[src/rtl/vec_srl_pkg.sv]
package vec_srl_pkg;

    localparam int VEC_W = 128;
    localparam int CNT_W = 64;
    localparam int IMM_W = 8;
    // Room for any lane width up to 64 bits.
    localparam int AMT_W = 7;

    typedef struct packed {
        logic             kill;   // count too large: clear lane
        logic [AMT_W-1:0] amt;    // in-range shift amount
    } shift_ctl_t;

    typedef enum logic {
        SRC_VEC = 1'b0,
        SRC_IMM = 1'b1
    } cnt_src_e;

    function automatic logic [CNT_W-1:0] widen_imm(input logic [IMM_W-1:0] v);
        return {{(CNT_W-IMM_W){1'b0}}, v};
    endfunction

endpackage

[src/rtl/vec_srl_cnt_sel.sv]
module vec_srl_cnt_sel
    import vec_srl_pkg::*;
(
    input  logic [CNT_W-1:0] vec_lo,
    input  logic [IMM_W-1:0] imm,
    input  cnt_src_e         src,
    output logic [CNT_W-1:0] count
);

    always_comb begin
        unique case (src)
            SRC_IMM: count = widen_imm(imm);
            default: count = vec_lo;
        endcase
    end

    // An immediate count can never exceed 8 bits of magnitude.
    always_comb begin
        if (src == SRC_IMM)
            assert_imm_narrow_R4: assert (count[CNT_W-1:IMM_W] == '0)
                else $error("immediate count has upper bits set");
    end

endmodule

[src/rtl/vec_srl_cnt_range.sv]
module vec_srl_cnt_range
    import vec_srl_pkg::*;
#(
    parameter int LANE_W = 16
)(
    input  logic [CNT_W-1:0] count,
    output shift_ctl_t       ctl
);

    localparam logic [CNT_W-1:0] MAX_SH = CNT_W'(LANE_W - 1);

    always_comb begin
        ctl.kill = (count > MAX_SH);
        ctl.amt  = ctl.kill ? '0 : count[AMT_W-1:0];
    end

    always_comb begin
        if (!ctl.kill)
            assert_amt_in_range_R2: assert (int'(ctl.amt) < LANE_W)
                else $error("shift amount escaped the lane range");
    end

endmodule

[src/rtl/vec_srl_lane.sv]
module vec_srl_lane
    import vec_srl_pkg::*;
#(
    parameter int LANE_W = 16
)(
    input  logic [LANE_W-1:0] din,
    input  shift_ctl_t        ctl,
    output logic [LANE_W-1:0] dout
);

    always_comb begin
        if (ctl.kill)
            dout = '0;
        else
            dout = din >> ctl.amt;
    end

    always_comb begin
        assert_no_growth_R1: assert (dout <= din)
            else $error("logical shift increased a lane");
        if (ctl.kill)
            assert_lane_cleared_R2: assert (dout == '0)
                else $error("lane not cleared on large count");
        if (!ctl.kill && ctl.amt == '0)
            assert_zero_passes_R7: assert (dout == din)
                else $error("zero count changed a lane");
    end

endmodule

[src/rtl/vec_lane_srl.sv]
module vec_lane_srl
    import vec_srl_pkg::*;
#(
    parameter int LANE_W = 16
)(
    input  logic [VEC_W-1:0] data_vec,
    input  logic [VEC_W-1:0] cnt_vec,
    input  logic [IMM_W-1:0] imm_cnt,
    input  logic             cnt_from_imm,
    output logic [VEC_W-1:0] res_vec
);

    localparam int NLANES = VEC_W / LANE_W;

    logic [CNT_W-1:0] count;
    shift_ctl_t       ctl;
    cnt_src_e         src;

    assign src = cnt_from_imm ? SRC_IMM : SRC_VEC;

    vec_srl_cnt_sel u_sel (
        .vec_lo (cnt_vec[CNT_W-1:0]),
        .imm    (imm_cnt),
        .src    (src),
        .count  (count)
    );

    vec_srl_cnt_range #(.LANE_W(LANE_W)) u_range (
        .count (count),
        .ctl   (ctl)
    );

    for (genvar g = 0; g < NLANES; g++) begin : g_lane
        vec_srl_lane #(.LANE_W(LANE_W)) u_lane (
            .din  (data_vec[g*LANE_W +: LANE_W]),
            .ctl  (ctl),
            .dout (res_vec[g*LANE_W +: LANE_W])
        );
    end

    // A right shift that stays inside lanes can only drop set bits.
    always_comb begin
        assert_no_new_bits_R6: assert ($countones(res_vec) <= $countones(data_vec))
            else $error("result gained set bits");
    end

endmodule

[config.mk]
export PLATFORM = sky130hd
export DESIGN_NAME = vec_lane_srl
export DESIGN_NICKNAME = d
export VERILOG_FILES = /design/src/rtl/vec_srl_pkg.sv /design/src/rtl/vec_srl_cnt_sel.sv /design/src/rtl/vec_srl_cnt_range.sv /design/src/rtl/vec_srl_lane.sv /design/src/rtl/vec_lane_srl.sv
export SDC_FILE = /design/constraint.sdc
export NUM_CORES = 1
export LEC_CHECK = 0
export BUFFER_PORTS_ARGS = -buffer_cell sky130_fd_sc_hd__buf_2
export CORE_AREA = 2 2 153 155
export DETAILED_ROUTE_END_ITERATION = 10
export DIE_AREA = 0 0 155 157
export PLACE_DENSITY = 0.55
export SYNTH_ARGS = -nofsm -noshare
export SYNTH_HDL_FRONTEND = slang
export SYNTH_SLANG_ARGS = --single-unit
[constraint.sdc]
create_clock -name vclk -period 6.43
set_clock_uncertainty 0.1 [all_clocks]
set_input_delay 1.929 -clock vclk [all_inputs]
set_output_delay 1.929 -clock vclk [all_outputs]
set_load 0.05 [all_outputs]
==> metrics.cfg, run 1 <==
[layout]
diodes = 0
syn_to_final_growth_pct = 105
fin_nets = 1734
clock_buffers = 0
n_sequential_cell = 0
drive_above_1_share = 0.554
nFillCells = 2170
seq_area_sq_um = 0
final_area_sq_um = 12100

[worst_setup_path]
endpoint_kind = primary output
critical_path_arrival_ps = 4510
start_kind = primary input
startpoint = cnt_vec[19]
criticalPathCategory = in -> out
crit_fanout = 7
cp.required_ps = 4400
crit_path_end = res_vec[65]

[sta]
finalHoldViolCount = 0
setup_viol = 30
slew_headroom = 0.360
report.final.slew_viol_count = 0
fin_crit_sh = 1.02
worst_slew_pin_slew_ps = 959
fmax_mhz = 153
rsz0062_at_grt = yes
fin_crit_ps = 6540
fin_tns_setup_ps = -1210
worst_slack_ps = -108

[synth]
synth_fp_nets = 1260
synthesis.area_sq_um = 5890
syn_inst = 995
yosysTopAreaCell = mux2i_1
yosysSeqAreaShare = 0
synth_cell_type_count = 50
syn_avg_cell_area_sq_um = 5.92
synth_warnings = 0
ys_top_cells_by_count = 163 x nand2_1, 122 x a21oi_1, 97 x nor2_1
yosysMostFrequentCell = nand2_1
synthTopCellsByArea = mux2i_1 13%, nand2_1 10%, a21oi_1 10%
synth_top_area_frac = 0.127

[drt]
via_per_inst = 6.14
dr.first_iter.drc_count = 1115
vias = 10800
wl_mm = 44.2
antenna_left = 0
drc = 0
dr.pass1.iters = 5
wl_per_cell_microns = 25.2

[pwr]
combPwrFrac = 1.000
powerDensity_nw_per_um2 = 61.3
power.net_switching_w = 0.000440
p_seq_frac = 0
p_total_w = 0.000741
vdd_drop_max_uv = 39.9
clockPowerShare = 0
p_sw_frac = 0.594
power.internal_w = 0.000301
leakagePower_nw = 5.20

[global_route]
grt_overflow = 0
antenna_found_initial = 0
grtUsageTotal = 0.328
grt_pass1_wl_mm = 61.4
grt_max_degree = 36
grt_pass1_vias = 9924

[floorplan]
die_h_microns = 157
pin_count = 393
die_w_microns = 155
rows = 55
core_area_sq_um = 22500
start_util = 0.262
die-area_sq_um = 24300

[placement]
portBuffers = 329
placed_area_sq_um = 9700
gp_congestion = 0.961
hpwl_mm = 33.4

[worst_hold_path]
min_path_type = in -> out

[flow_run]
max_cap_violations = 0

[status]
violations = setup timing
status = finished with violations

[final cells by class]
type | count | area [sq um] | area share
repair buffers | 578 | 4910 | 0.406
inverters | 3 | 11.3 | 0.000931
well taps | 285 | 357 | 0.0295
multi-input cells | 886 | 6820 | 0.564
[power groups by stage]
stage	Combinational [W]	Clock (W)	Sequential (W)
2_1_floorplan	0.000316	0	0
3_3_place_gp	0.000619	0	0
3_5_place_dp	0.000622	0	0
4_1_cts	0.000652	0	0
5_1_grt	0.000777	0	0
6_report	0.000741	0	0
[stage by stage]
stage	setup slack, ps	hold WS, ps	instances	util
after floorplan	-128	3970	995	-
after global placement	-279	4200	1703	0.431
after detailed placement	-277	4210	1703	0.431
after CTS	-61.3	4210	1715	0.462
after global routing	-170	4180	1752	0.538
final	-108	4170	1752	0.538
[worst min-delay path by stage]
stage                             start  slack (ps)  cells past startpoint            to
after floorplan           data_vec[123]        3970                      2  res_vec[123]
after detailed placement  data_vec[123]        4210                      4  res_vec[123]
after CTS                 data_vec[123]        4210                      4  res_vec[123]
final                     data_vec[123]        4170                      4  res_vec[123]
after global placement    data_vec[123]        4200                      4  res_vec[123]
after global routing      data_vec[123]        4180                      4  res_vec[123]
[routing by layer]
layer	GRT usage	wire, microns	up-vias
li1	-	-	4818
met4	0.0877	1230	0
met5	0	0	-
met1	0.437	17700	5122
met3	0.0765	4870	82
met2	0.530	20400	738
[placed cells by master (no fill, tap or decap), types with 27 or more instances in the layout]
| cell | count |
|---|---|
| a21oi_2 | 34 |
| buf_6 | 118 |
| a21oi_1 | 81 |
| nand2_1 | 155 |
| nor2_1 | 77 |
| mux2i_1 | 64 |
| buf_2 | 214 |
| buf_4 | 188 |
| o21ai_0 | 56 |
| buf_12 | 39 |
| a22oi_2 | 28 |
| a22oi_1 | 27 |
[what timing repair did]
| action | in CTS | in global routing |
|---|---|---|
| buffers inserted | 10 | 33 |
| pin swaps | 16 | 62 |
| resized for setup | 149 | 341 |
| gates cloned | 2 | 5 |
| hold buffers | 0 | 0 |
| setup endpoints to repair | 106 | 123 |
[worst max-delay path, cell delays in order]
cell and delay (ps):
buf_2 110, nor4_4 230, nand2_1 80, or4_4 590, o21ai_4 240, buf_4 170, clkbuf_16 140, buf_12 120
buf_4 140, o211ai_1 250, a32oi_2 320, buf_6 190
[logic make-up after synthesis]
| logic type | synth area share |
|---|---|
| multiplexers | 0.143 |
| buffers and inverters | 0.0831 |
| AO/OA/AOI/OAI | 0.521 |
| AND/OR/NAND/NOR | 0.253 |
Note: power is estimated with default switching activity, not from simulation.
==> run 2, diff against run 1 <==
--- a/config.mk
+++ b/config.mk
@@ -9,7 +9,7 @@
 export CORE_AREA = 2 2 153 155
 export DETAILED_ROUTE_END_ITERATION = 10
 export DIE_AREA = 0 0 155 157
-export PLACE_DENSITY = 0.55
+export PLACE_DENSITY = 0.61
 export SYNTH_ARGS = -nofsm -noshare
 export SYNTH_HDL_FRONTEND = slang
 export SYNTH_SLANG_ARGS = --single-unit
==> metrics.cfg, run 2 (synthesis gave the netlist of run 1 again) <==
[status]
status = finished with violations
violations = setup timing

[worst_setup_path]
startpoint = cnt_vec[29]
path_cells = buf_6 -> nor4_4 -> nand2_1 -> or4_4 -> o21a_4 -> nor2_4 -> buf_12 -> nor2_1 -> o21ai_0 -> buf_4 -> or3b_4 -> buf_6
endpoint_kind = primary output
critPathSlowestCell = or4_4
start_kind = primary input
crit_top_cell = buf_6
crit_fanout = 7  ; unchanged
criticalPathCategory = in -> out
path_buf_inv = 4  ; -2
cp.required_ps = 4400  ; about the same
path_delay_family = simple AND/OR/NAND/NOR gates
critical_path_arrival_ps = 4510  ; about the same
cpPeakStageDelay_ps = 570  ; -20 ps
cp.depth = 12  ; unchanged
crit_path_end = res_vec[80]

[layout]
stdcell_count = 1768  ; +0.91%
drive_above_1_share = 0.552  ; -0.00155
nFillCells = 2098  ; -3.3%
clock_buffers = 0  ; unchanged
n_sequential_cell = 0  ; unchanged
fin_nets = 1749  ; +0.87%
multi_input_area_sq_um = 6720  ; -1.5%
syn_to_final_growth_pct = 106
seq_area_sq_um = 0  ; unchanged
final_cell_mix = 219 x buf_2, 185 x buf_4, 154 x nand2_1, 122 x buf_6, 82 x nor2_1
mostFrequentLayoutCell = buf_2

[floorplan]
core_area_sq_um = 22500  ; unchanged
die_h_microns = 157  ; unchanged
die-area_sq_um = 24300  ; unchanged
rows = 55  ; unchanged
start_util = 0.262  ; unchanged
die_w_microns = 155  ; unchanged
pin_count = 393  ; unchanged

[pwr]
p_sw_frac = 0.589  ; -0.00501
p_seq_frac = 0  ; unchanged
combPwrFrac = 1.000  ; about the same
power.net_switching_w = 0.000437  ; -0.74%
powerDensity_nw_per_um2 = 61.1  ; -0.29%
power.internal_w = 0.000305  ; +1.3%
clockPowerShare = 0  ; unchanged
vdd_drop_max_uv = 29.4  ; -26%
leakagePower_nw = 5.29  ; +1.8%

[drt]
via_per_inst = 6.22  ; +1.4%
dr.first_iter.drc_count = 1177  ; +5.6%
vias = 11000  ; +2.3%
wl_per_cell_microns = 25.0  ; -0.89%
dr.pass1.iters = 8  ; +3
antenna_left = 0  ; unchanged
wl_mm = 44.2  ; about the same
drc = 0  ; unchanged

[sta]
slew_headroom = 0.476  ; +0.116
rsz0062_at_grt = yes
fin_tns_setup_ps = -631  ; +577 ps
worst_slew_pin_slew_ps = 777  ; -182 ps
finalHoldViolCount = 0  ; unchanged
worst_slack_ps = -105  ; +3.54 ps
report.final.slew_viol_count = 0  ; unchanged
fin_crit_ps = 6530  ; -3.54 ps
fin_crit_sh = 1.02  ; about the same
setup_viol = 19  ; -37%
fmax_mhz = 153  ; about the same

[worst_hold_path]
worstHoldStart = data_vec[123]
min_path_type = in -> out

[placement]
gp_congestion = 1.01  ; +5.1%
post-place-ws_ps = -351  ; -74.1 ps
placed_cells = 1703  ; unchanged
portBuffers = 329  ; unchanged
hpwl_mm = 33.1  ; -0.82%

[global_route]
grt_pass1_wl_mm = 60.5  ; -1.5%
grt_pass1_vias = 10000  ; +0.92%
grt_overflow = 0  ; unchanged
antenna_found_initial = 2  ; +2
grt_max_degree = 27  ; -25%
grtUsageTotal = 0.320  ; -0.00732

[flow_run]
max_cap_violations = 0  ; unchanged

[clock_tree]
holdBufCountCts = 0  ; unchanged

-- run 2: power groups by stage --
stage	sequential, W	combinational, W	clock, W
after floorplan	0	0.000316	0
after global placement	0	0.000615	0
after detailed placement	0	0.000619	0
after CTS	0	0.000643	0
after global routing	0	0.000776	0.0000000000208
final	0	0.000742	0.0000000000208
-- run 2: worst min-delay path, delay by kind of cell --
kind	cells	cell delay, ps
compound gates	1	40
buf+inv	2	340
simple gates	1	80
-- run 2: metal layers --
| layer | global-route usage | part of all wire | up-vias |
|---|---|---|---|
| li1 | - | - | 4826 |
| met3 | 0.0677 | 0.12 | 176 |
| met1 | 0.423 | 0.39 | 5092 |
| met5 | 0 | 0.00036 | - |
| met2 | 0.518 | 0.44 | 909 |
| met4 | 0.107 | 0.050 | 2 |
-- run 2: repair_timing --
item	in CTS	in global routing
setup endpoints to repair	116	125
cloned	1	7
setup buffers	12	51
pin swaps	15	74
gates resized for setup	164	305
-- run 2: area by class of cell --
type	count	area share
timing repair buffer	594	0.417
antenna	1	0.000206
multi-input combinational	885	0.553
tap	285	0.0294
inverter	3	0.000927
-- run 2: worst min path at each step --
stage                   endpoint  slack [ps]  depth (start not counted)
floorplan           res_vec[123]        3970                          2
global placement    res_vec[123]        4210                          4
detailed placement  res_vec[123]        4210                          4
CTS                 res_vec[123]        4210                          4
global route        res_vec[123]        4240                          4
finish              res_vec[123]        4230                          4
-- run 2: through the flow --
step                      power [W]  instance area, sq um  utilization  hold slack (ps)
after global routing       0.000776                 12100        0.540             4240
after global placement     0.000615                  9650        0.429             4210
after floorplan            0.000316                  6210            -             3970
after CTS                  0.000643                 10300        0.459             4210
after detailed placement   0.000619                  9650        0.429             4210
final                      0.000742                 12100        0.540             4230
